<file path="src/rtl/ibi_pkg.sv">
package ibi_pkg;
  localparam int IDX_W = 4;
  localparam int EVT_W = 2;

  localparam logic [EVT_W-1:0] EVT_NONE = 2'd0;
  localparam logic [EVT_W-1:0] EVT_IBI  = 2'd1;

  typedef enum logic [1:0] {
    ST_IDLE,
    ST_WAIT,
    ST_REQ,
    ST_FLIGHT
  } ibiState_e;

  typedef enum logic [1:0] {
    END_DONE   = 2'd0,
    END_CANCEL = 2'd1,
    END_FAIL   = 2'd2,
    END_DROP   = 2'd3
  } ibiEnd_e;

  typedef struct packed {
    logic loadPayload;
    logic clearPayload;
  } ibiStrobe_t;
endpackage

</file>
<file path="src/rtl/ibi_ctrl.sv">
module ibi_ctrl
  import ibi_pkg::*;
(
  input  logic             clk,
  input  logic             rstN,
  input  logic             tgtEnable,
  input  logic             ctrlWr,
  input  logic [EVT_W-1:0] wrEvent,
  input  logic             busAvail,
  input  logic             engAccept,
  input  logic             engDone,
  input  logic             engFail,
  output ibiStrobe_t       strobe,
  output logic [EVT_W-1:0] eventField,
  output logic             reqValid,
  output logic             endValid,
  output logic [1:0]       endCode
);
  ibiState_e st, stNext;
  logic      endNext;
  ibiEnd_e   codeNext;
  logic      cancelWr;

  assign cancelWr = ctrlWr && (wrEvent == EVT_NONE);

  always_comb begin
    stNext   = st;
    endNext  = 1'b0;
    codeNext = END_DONE;
    strobe   = '0;
    if (!tgtEnable) begin
      if (st != ST_IDLE) begin
        stNext              = ST_IDLE;
        endNext             = 1'b1;
        codeNext            = END_DROP;
        strobe.clearPayload = 1'b1;
      end
    end else begin
      unique case (st)
        ST_IDLE: begin
          if (ctrlWr && wrEvent == EVT_IBI) begin
            stNext             = ST_WAIT;
            strobe.loadPayload = 1'b1;
          end
        end
        ST_WAIT: begin
          if (cancelWr) begin
            stNext              = ST_IDLE;
            endNext             = 1'b1;
            codeNext            = END_CANCEL;
            strobe.clearPayload = 1'b1;
          end else if (busAvail) begin
            stNext = ST_REQ;
          end
        end
        ST_REQ: begin
          if (cancelWr) begin
            stNext              = ST_IDLE;
            endNext             = 1'b1;
            codeNext            = END_CANCEL;
            strobe.clearPayload = 1'b1;
          end else if (engAccept) begin
            stNext = ST_FLIGHT;
          end
        end
        ST_FLIGHT: begin
          if (engDone) begin
            stNext              = ST_IDLE;
            endNext             = 1'b1;
            codeNext            = END_DONE;
            strobe.clearPayload = 1'b1;
          end else if (engFail) begin
            stNext              = ST_IDLE;
            endNext             = 1'b1;
            codeNext            = END_FAIL;
            strobe.clearPayload = 1'b1;
          end
        end
        default: stNext = ST_IDLE;
      endcase
    end
  end

  always_ff @(posedge clk) begin
    if (!rstN) begin
      st       <= ST_IDLE;
      endValid <= 1'b0;
      endCode  <= END_DONE;
    end else begin
      st       <= stNext;
      endValid <= endNext;
      endCode  <= codeNext;
    end
  end

  assign eventField = (st == ST_IDLE) ? EVT_NONE : EVT_IBI;
  assign reqValid   = (st == ST_REQ);

  // a request is only offered after the bus was seen available
  assert_rise_needs_avail_R5: assert property (@(posedge clk) disable iff (!rstN)
    $rose(reqValid) |-> $past(busAvail));

  // the offer is held until the engine accepts it, or a cancel or drop
  assert_offer_held_R5: assert property (@(posedge clk) disable iff (!rstN)
    (reqValid && !engAccept && tgtEnable && !cancelWr) |=> reqValid);

  // once accepted, the field holds until the engine finishes
  assert_flight_holds_R8: assert property (@(posedge clk) disable iff (!rstN)
    (st == ST_FLIGHT && tgtEnable && !engDone && !engFail) |=> (eventField == EVT_IBI));

  // a completed request clears the field and reports done
  assert_done_clears_R9: assert property (@(posedge clk) disable iff (!rstN)
    (st == ST_FLIGHT && tgtEnable && engDone) |=> (eventField == EVT_NONE && endValid && endCode == END_DONE));

  // the end pulse lasts a single cycle
  assert_end_single_R9: assert property (@(posedge clk) disable iff (!rstN)
    endValid |=> !endValid);

  // a disabled target holds no request
  assert_disable_drops_R10: assert property (@(posedge clk) disable iff (!rstN)
    !tgtEnable |=> (eventField == EVT_NONE && !reqValid));
endmodule

</file>
<file path="src/rtl/ibi_datapath.sv">
module ibi_datapath
  import ibi_pkg::*;
#(
  parameter int CNT_W  = 8,
  parameter int DATA_W = 8
) (
  input  logic              clk,
  input  logic              rstN,
  input  ibiStrobe_t        strobe,
  input  logic              slowTick,
  input  logic              sdaIn,
  input  logic              sclIn,
  input  logic [CNT_W-1:0]  busMatch,
  input  logic [DATA_W-1:0] wrData,
  input  logic [IDX_W-1:0]  wrIndex,
  output logic              busAvail,
  output logic [DATA_W-1:0] reqData,
  output logic [IDX_W-1:0]  reqIndex
);
  localparam logic [CNT_W-1:0] CNT_MAX = {CNT_W{1'b1}};

  logic [CNT_W-1:0] idleCnt;
  logic             linesHigh;

  assign linesHigh = sdaIn && sclIn;

  always_ff @(posedge clk) begin
    if (!rstN) begin
      idleCnt <= '0;
    end else if (!linesHigh) begin
      idleCnt <= '0;
    end else if (slowTick && idleCnt != CNT_MAX) begin
      idleCnt <= idleCnt + 1'b1;
    end
  end

  assign busAvail = linesHigh && (idleCnt >= busMatch);

  always_ff @(posedge clk) begin
    if (!rstN) begin
      reqData  <= '0;
      reqIndex <= '0;
    end else if (strobe.loadPayload) begin
      reqData  <= wrData;
      reqIndex <= wrIndex;
    end else if (strobe.clearPayload) begin
      reqData  <= '0;
      reqIndex <= '0;
    end
  end

  // a low line restarts the idle count
  assert_idle_restart_R4: assert property (@(posedge clk) disable iff (!rstN)
    !linesHigh |=> (idleCnt == '0));

  // the count saturates rather than wrapping
  assert_no_wrap_R4: assert property (@(posedge clk) disable iff (!rstN)
    (idleCnt == CNT_MAX) |=> (idleCnt == CNT_MAX || idleCnt == '0));

  // the payload moves only on a load or a clear strobe
  assert_payload_stable_R6: assert property (@(posedge clk) disable iff (!rstN)
    (!strobe.loadPayload && !strobe.clearPayload) |=> ($stable(reqData) && $stable(reqIndex)));
endmodule

</file>
<file path="src/rtl/ibi_req_ctrl.sv">
module ibi_req_ctrl
  import ibi_pkg::*;
#(
  parameter int CNT_W  = 8,
  parameter int DATA_W = 8,
  localparam int CTRL_W = 8 + DATA_W
) (
  input  logic              clk,
  input  logic              rstN,
  input  logic              tgtEnable,
  input  logic              slowTick,
  input  logic              sdaIn,
  input  logic              sclIn,
  input  logic [CNT_W-1:0]  busMatch,
  input  logic              ctrlWr,
  input  logic [CTRL_W-1:0] ctrlWrData,
  output logic [1:0]        eventField,
  output logic              reqValid,
  output logic [DATA_W-1:0] reqData,
  output logic [IDX_W-1:0]  reqIndex,
  input  logic              engAccept,
  input  logic              engDone,
  input  logic              engFail,
  output logic              busAvail,
  output logic              endValid,
  output logic [1:0]        endCode
);
  ibiStrobe_t strobe;
  logic       unusedCtrlBits;

  assign unusedCtrlBits = ^ctrlWrData[3:2];

  ibi_ctrl i_ctrl (
    .clk        (clk),
    .rstN       (rstN),
    .tgtEnable  (tgtEnable),
    .ctrlWr     (ctrlWr),
    .wrEvent    (ctrlWrData[EVT_W-1:0]),
    .busAvail   (busAvail),
    .engAccept  (engAccept),
    .engDone    (engDone),
    .engFail    (engFail),
    .strobe     (strobe),
    .eventField (eventField),
    .reqValid   (reqValid),
    .endValid   (endValid),
    .endCode    (endCode)
  );

  ibi_datapath #(
    .CNT_W  (CNT_W),
    .DATA_W (DATA_W)
  ) i_datapath (
    .clk      (clk),
    .rstN     (rstN),
    .strobe   (strobe),
    .slowTick (slowTick),
    .sdaIn    (sdaIn),
    .sclIn    (sclIn),
    .busMatch (busMatch),
    .wrData   (ctrlWrData[8 +: DATA_W]),
    .wrIndex  (ctrlWrData[4 +: IDX_W]),
    .busAvail (busAvail),
    .reqData  (reqData),
    .reqIndex (reqIndex)
  );
endmodule

</file>
<file path="config.mk">
export PLATFORM = sky130hd
export DESIGN_NAME = ibi_req_ctrl
export DESIGN_NICKNAME = d
export VERILOG_FILES = /design/src/rtl/ibi_pkg.sv /design/src/rtl/ibi_ctrl.sv /design/src/rtl/ibi_datapath.sv /design/src/rtl/ibi_req_ctrl.sv
export SDC_FILE = /design/constraint.sdc
export NUM_CORES = 1
export LEC_CHECK = 0
export ABC_AREA = 1
export ABC_CLOCK_PERIOD_IN_PS = 1400
export BUFFER_PORTS_ARGS = -buffer_cell sky130_fd_sc_hd__buf_2
export CAP_MARGIN = 20
export CORE_ASPECT_RATIO = 0.6
export CORE_UTILIZATION = 44
export CTS_CLUSTER_SIZE = 12
export DETAILED_ROUTE_END_ITERATION = 10
export PLACE_DENSITY = 0.74
export SYNTH_ARGS = -nofsm -noshare
export SYNTH_HDL_FRONTEND = slang
export SYNTH_SLANG_ARGS = --single-unit
</file>
<file path="constraint.sdc">
create_clock -name clk -period 1.4 [get_ports clk]
set_input_delay 0.21 -clock clk [delete_from_list [all_inputs] [get_ports clk]]
set_output_delay 0.21 -clock clk [all_outputs]
set_load 0.01 [all_outputs]
</file>
Word-level counts from Yosys, hierarchy flattened --
Index checks and enable logic that the tools add are counted.
Storage, ports and cells: bits in read-only memories 0, bits in latches 0, memories kept 0, logic and storage cells 60, flip-flop bits (word level) 25, output and inout bits 19, memory bits (writable) 0
Cells by class: bitwise gates (word level) 0, multiply operators 0, add/sub/neg operators 1, mux-type cells 30, shift-type cells 0, eq/ne operators 9, divide/modulo/power cells 0, $lt $le $gt $ge 1, reductions and logical operators 13
Operators with widths (number):
- two-way mux 2 bit | 13
- two-way mux 8 bit | 2
- two-way mux 1 bit | 10
- adder 8 x 1 -> 8 bit (second input constant) | 1
- >= comparator 8 bit | 1
- two-way mux 4 bit | 2
- inequality test 8 bit (second input constant) | 1
- one-hot mux 2 bit (4 select lines) | 1
- nonzero test 2 bit | 3
- logical AND 1 bit | 5
- AND reduction 5 bit | 1
- == test 2 x 1 -> 1 bit (second input constant) | 2
- == test 2 bit (second input constant) | 2
- logical NOT 2 bit | 2
- inequality test 4 x 2 -> 1 bit (second input constant) | 1
- inequality test 4 x 3 -> 1 bit (second input constant) | 1
- inequality test 4 bit (second input constant) | 1
- one-hot mux 2 bit (2 select lines) | 1
- inequality test 3 x 2 -> 1 bit (second input constant) | 1
- one-hot mux 1 bit (2 select lines) | 1
- AND reduction 2 bit | 1
- OR reduction 2 bit | 1

Longest topological paths before layout --
depth after elaboration 7, mapped depth 14, mapped depth without buffers 14

Cells and area by module --
From an unflattened synthesis, not the netlist that was laid out.
Unflattened totals: cells, all modules 230, area total of the unflattened synthesis 1542.7 um^2
Modules (own cells, without submodules):
- ibi_datapath | instances 1, cells each 156, area each 1074.8 um^2
- ibi_ctrl | instances 1, cells each 74, area each 467.9 um^2

Worst setup path before layout --
No wires, ideal clock.
path type reg-to-reg, start point register i_datapath.idleCnt[1], end point register i_datapath.idleCnt[2], stages on the path, launching flop included 11, arrival time 1.282 ns, setup slack 0.005 ns, data required time 1.287 ns, library setup time 0.113 ns, cells stage by stage dfxtp_1 > ha_1 > nand2_1 > nor3_2 > nand2_2 > nand2_4 > inv_4 > a21oi_1 > nor2_1 > o21ai_1 > inv_1
Between the ends: cells in the longest elaborated chain, start to end 2, elaborated cells on any way between the ends 3
RTL lines:
- start, declared | RTL line ibi_datapath.sv:22 | logic [CNT_W-1:0] idleCnt;
- start signal, assigned | RTL line ibi_datapath.sv:33 | idleCnt <= idleCnt + 1'b1;
- parallel branches: the longest is 2 deep, another holds adder 8 x 1 -> 8 bit
Several ways; the timed one is not identified. A chain may end at the register's enable or synchronous reset.

Worst setup path in the final report --
start point register i_datapath.idleCnt[5], end point output port busAvail
Between the ends: cells in the longest elaborated chain, start to end 2
RTL lines:
- >= comparator 8 bit | RTL line ibi_datapath.sv:37 | assign busAvail = linesHigh && (idleCnt >= busMatch);
- logical AND 1 bit | RTL line ibi_datapath.sv:37
- end, declared | RTL line ibi_req_ctrl.sv:24 | output logic busAvail,
No other way between the ends.

==> impl_metrics.py <==
metrics = {
    "worst_setup_path": {
        "cp-end-kind": "output pin",
        "crit_family": "simple AND/OR/NAND/NOR gates",
        "path_max_fanout": 2,
        "r2r_cells": 11,
        "slowest_stage": "dfxtp_2",
        "crit_path_cell_trace": "ha_4 > nand2_4 > nor2_4 > nand4_1 > nand3_1 > nand2_1 > inv_1 > buf_2",
        "cp.required_ps": 1190,
        "critPathMaxStageDelay_ps": 340,
        "reg2reg_from": "i_datapath.idleCnt[5]$_SDFFE_PN0P_",
        "cp-start-kind": "register",
        "crit_type": "reg2out",
        "cp_data_arrival_time_ps": 1510,
        "startpoint": "i_datapath.idleCnt[5]$_SDFFE_PN0P_",
        "cp_num_buf_inv": 2,
        "path_depth": 8,
    },
    "timing": {
        "grt_setup_unrepaired": "yes",
        "skew_ps": 1.29,
        "fin_hold_ws_ps": 183,
        "period_needed_ps": 1720,
        "finalSetupViolCount": 13,
        "setup_slack_ps": -317,
        "tightest_slew_ps": 666,
        "finalHoldViolCount": 0,
        "fin_tns_setup_ps": -1040,
        "relSlewSlack": 0.556,
        "timing.fmax_mhz": 582,
        "slew_violations": 0,
        "finalCritPeriodShare": 1.23,
    },
    "synth": {
        "syn_area_per_cell_sq_um": 7.02,
        "yosysTopAreaCellShare": 0.355,
        "yosys_warnings": 0,
        "ys_types": 23,
        "synthTopCellsByArea": "dfxtp_1 35%, nand2_1 14%, ha_1 12%",
        "syn_area_sq_mm": 0.00141,
        "syn_nets": 249,
        "ys.flop_type": "dfxtp_1",
        "ys_seq_area_frac": 0.355,
        "syn_inst": 201,
        "synth_edf_count": 0,
        "yosysTopAreaCell": "dfxtp_1",
        "synthArstFlopShare": 0,
        "synth-seq-cells": 25,
    },
    "floorplan": {
        "start_util": 0.476,
        "dieHeight_microns": 45.9,
        "row_count": 15,
        "die_x_microns": 75.1,
        "fp.coreArea_sq_mm": 0.00297,
        "io_pins": 53,
        "die-area_sq_mm": 0.00345,
    },
    "drt": {
        "wl_per_cell_microns": 13.2,
        "vias_per_cell": 5.03,
        "num_vias": 1609,
        "drt_iter0_markers": 56,
        "ant_nets": 0,
        "wl_mm": 4.23,
        "dr.pass1.iters": 4,
        "drc": 0,
    },
    "finish": {
        "diodes": 0,
        "drive_gt1_frac": 0.543,
        "final_common_cell": "buf_2",
        "instances_no_fill": 320,
        "area_growth_syn_to_layout_pct": 66.2,
        "mostFrequentLayoutCells": "48 x buf_2, 45 x nand2_1, 24 x buf_4",
        "nets": 327,
    },
    "outcome": {
        "outcome": "finished, violations left",
        "violations": "negative setup slack",
    },
    "placed_design": {
        "port_buffers": 49,
        "place_congestion": 0.838,
        "placedCellCount": 307,
        "post-place-ws_ps": -109,
        "place_hpwl_mm": 2.58,
    },
    "power": {
        "intPower_mw": 1.41,
        "swShare": 0.349,
        "p_per_area_mw_per_mm2": 926,
        "max-vdd-ir-drop_mv": 0.720,
        "switchingPower_mw": 0.759,
        "sequentialPowerShare": 0.373,
        "power_leakage_nw": 1.08,
        "power_frac_comb": 0.428,
        "clkPwrFrac": 0.199,
    },
    "grt": {
        "gr-usage-met1": 0.312,
        "grtUsageMet3": 0.0487,
        "grt_pass1_wl_mm": 6.08,
        "antenna_found_initial": 0,
        "grt_overflow": 0,
        "gr-max-usage-layer": "met2",
        "grt_util_all_layers": 0.231,
        "grtUsageMet2": 0.395,
        "first_global_vias": 1429,
        "grt_max_degree": 16,
    },
    "hold_path": {
        "min-delay-start": "ctrlWrData[15]",
        "min_path_type": "in2reg",
        "hold_path_depth": 3,
    },
    "cts": {
        "root_buffer": "clkbuf_8",
        "clkTransAtPathRegs_ps": 90,
        "cts_max_level": 1,
        "clk_latency_ps": 270,
        "clock_sinks": 25,
        "cts_buffer_depth": 2,
        "cts_tree": "done",
        "cts_made_buffers": 3,
    },
    "run": {
        "drv_cap": 0,
    },
}
==> cells by family (layout without fill, tap and decap cells) <==
| group | after synthesis | after routing | synth area share |
|---|---|---|---|
| simple gates | 92 | 92 | 0.283 |
| xor+xnor | 2 | 2 | 0.0124 |
| compound gates | 35 | 35 | 0.130 |
| buf+inv | 32 | 109 | 0.0931 |
| flops | 25 | 25 | 0.355 |
| other cells | 1 | 1 | 0.00266 |
| fa+ha+maj | 14 | 14 | 0.124 |
==> timing repair <==
action,4_1_cts,5_1_grt
resized for setup,32,55
hold buffers,0,0
cloned,1,1
setup buffers,6,3
pin swaps,11,18
setup endpoints to repair,22,24
==> metrics by stage <==
stage	util	total power, mW	instance area, sq um
floorplan	-	1.15	1410
global placement	0.622	1.41	1840
detailed placement	0.622	1.42	1840
CTS	0.699	1.90	2070
global route	0.791	2.29	2350
finish	0.791	2.17	2350
==> cell usage after synthesis (3+ instances only) <==
master / instances
nand2_1: 51
a21oi_1: 29
inv_1: 26
dfxtp_1: 25
nand3_1: 19
ha_1: 14
nor2_1: 14
nand4_1: 3
==> final cells by class <==
class	instances	area, sq um
repair buffers	77	499
inverters	27	111
well taps	42	52.6
repair inverters	1	3.75
clock buffers	4	45.0
multi-input cells	144	1120
fillers	199	619
flip-flops and latches	25	518
==> metal layers <==
metal,share of wire,vias up
met5,0,-
met4,0.019,0
met3,0.041,10
met2,0.47,52
met1,0.47,744
li1,-,803
==> worst min-delay path, cell delays in order <==
cell,delay (ps)
buf_2,90
nand2_1,60
a21oi_2,40
==> registers in the layout, indices dropped and copies added, names as in the netlist <==
register / flops
i_ctrl.endValid: 1
i_ctrl.endCode: 2
i_ctrl.st: 2
i_datapath.reqIndex: 4
i_datapath.reqData: 8
i_datapath.idleCnt: 8
==> path summary, 6_finish.rpt <==
check	endpoint	slack, ps
min reg2reg	i_datapath.reqIndex[0]$_SDFFE_PN0P_	470
min	i_datapath.reqData[7]$_SDFFE_PN0P_	180
max reg2reg	i_ctrl.st[0]$_SDFFE_PN0P_	-160
max	busAvail	-320
==> power groups by stage <==
stage / logic (mW) / registers (mW) / clock network, mW
2_1_floorplan: 0.344 / 0.811 / 0
3_3_place_gp: 0.607 / 0.801 / 0
3_5_place_dp: 0.622 / 0.802 / 0
4_1_cts: 0.668 / 0.794 / 0.440
5_1_grt: 1.02 / 0.815 / 0.460
6_report: 0.930 / 0.810 / 0.432
Power figures use the tool's default switching activity.
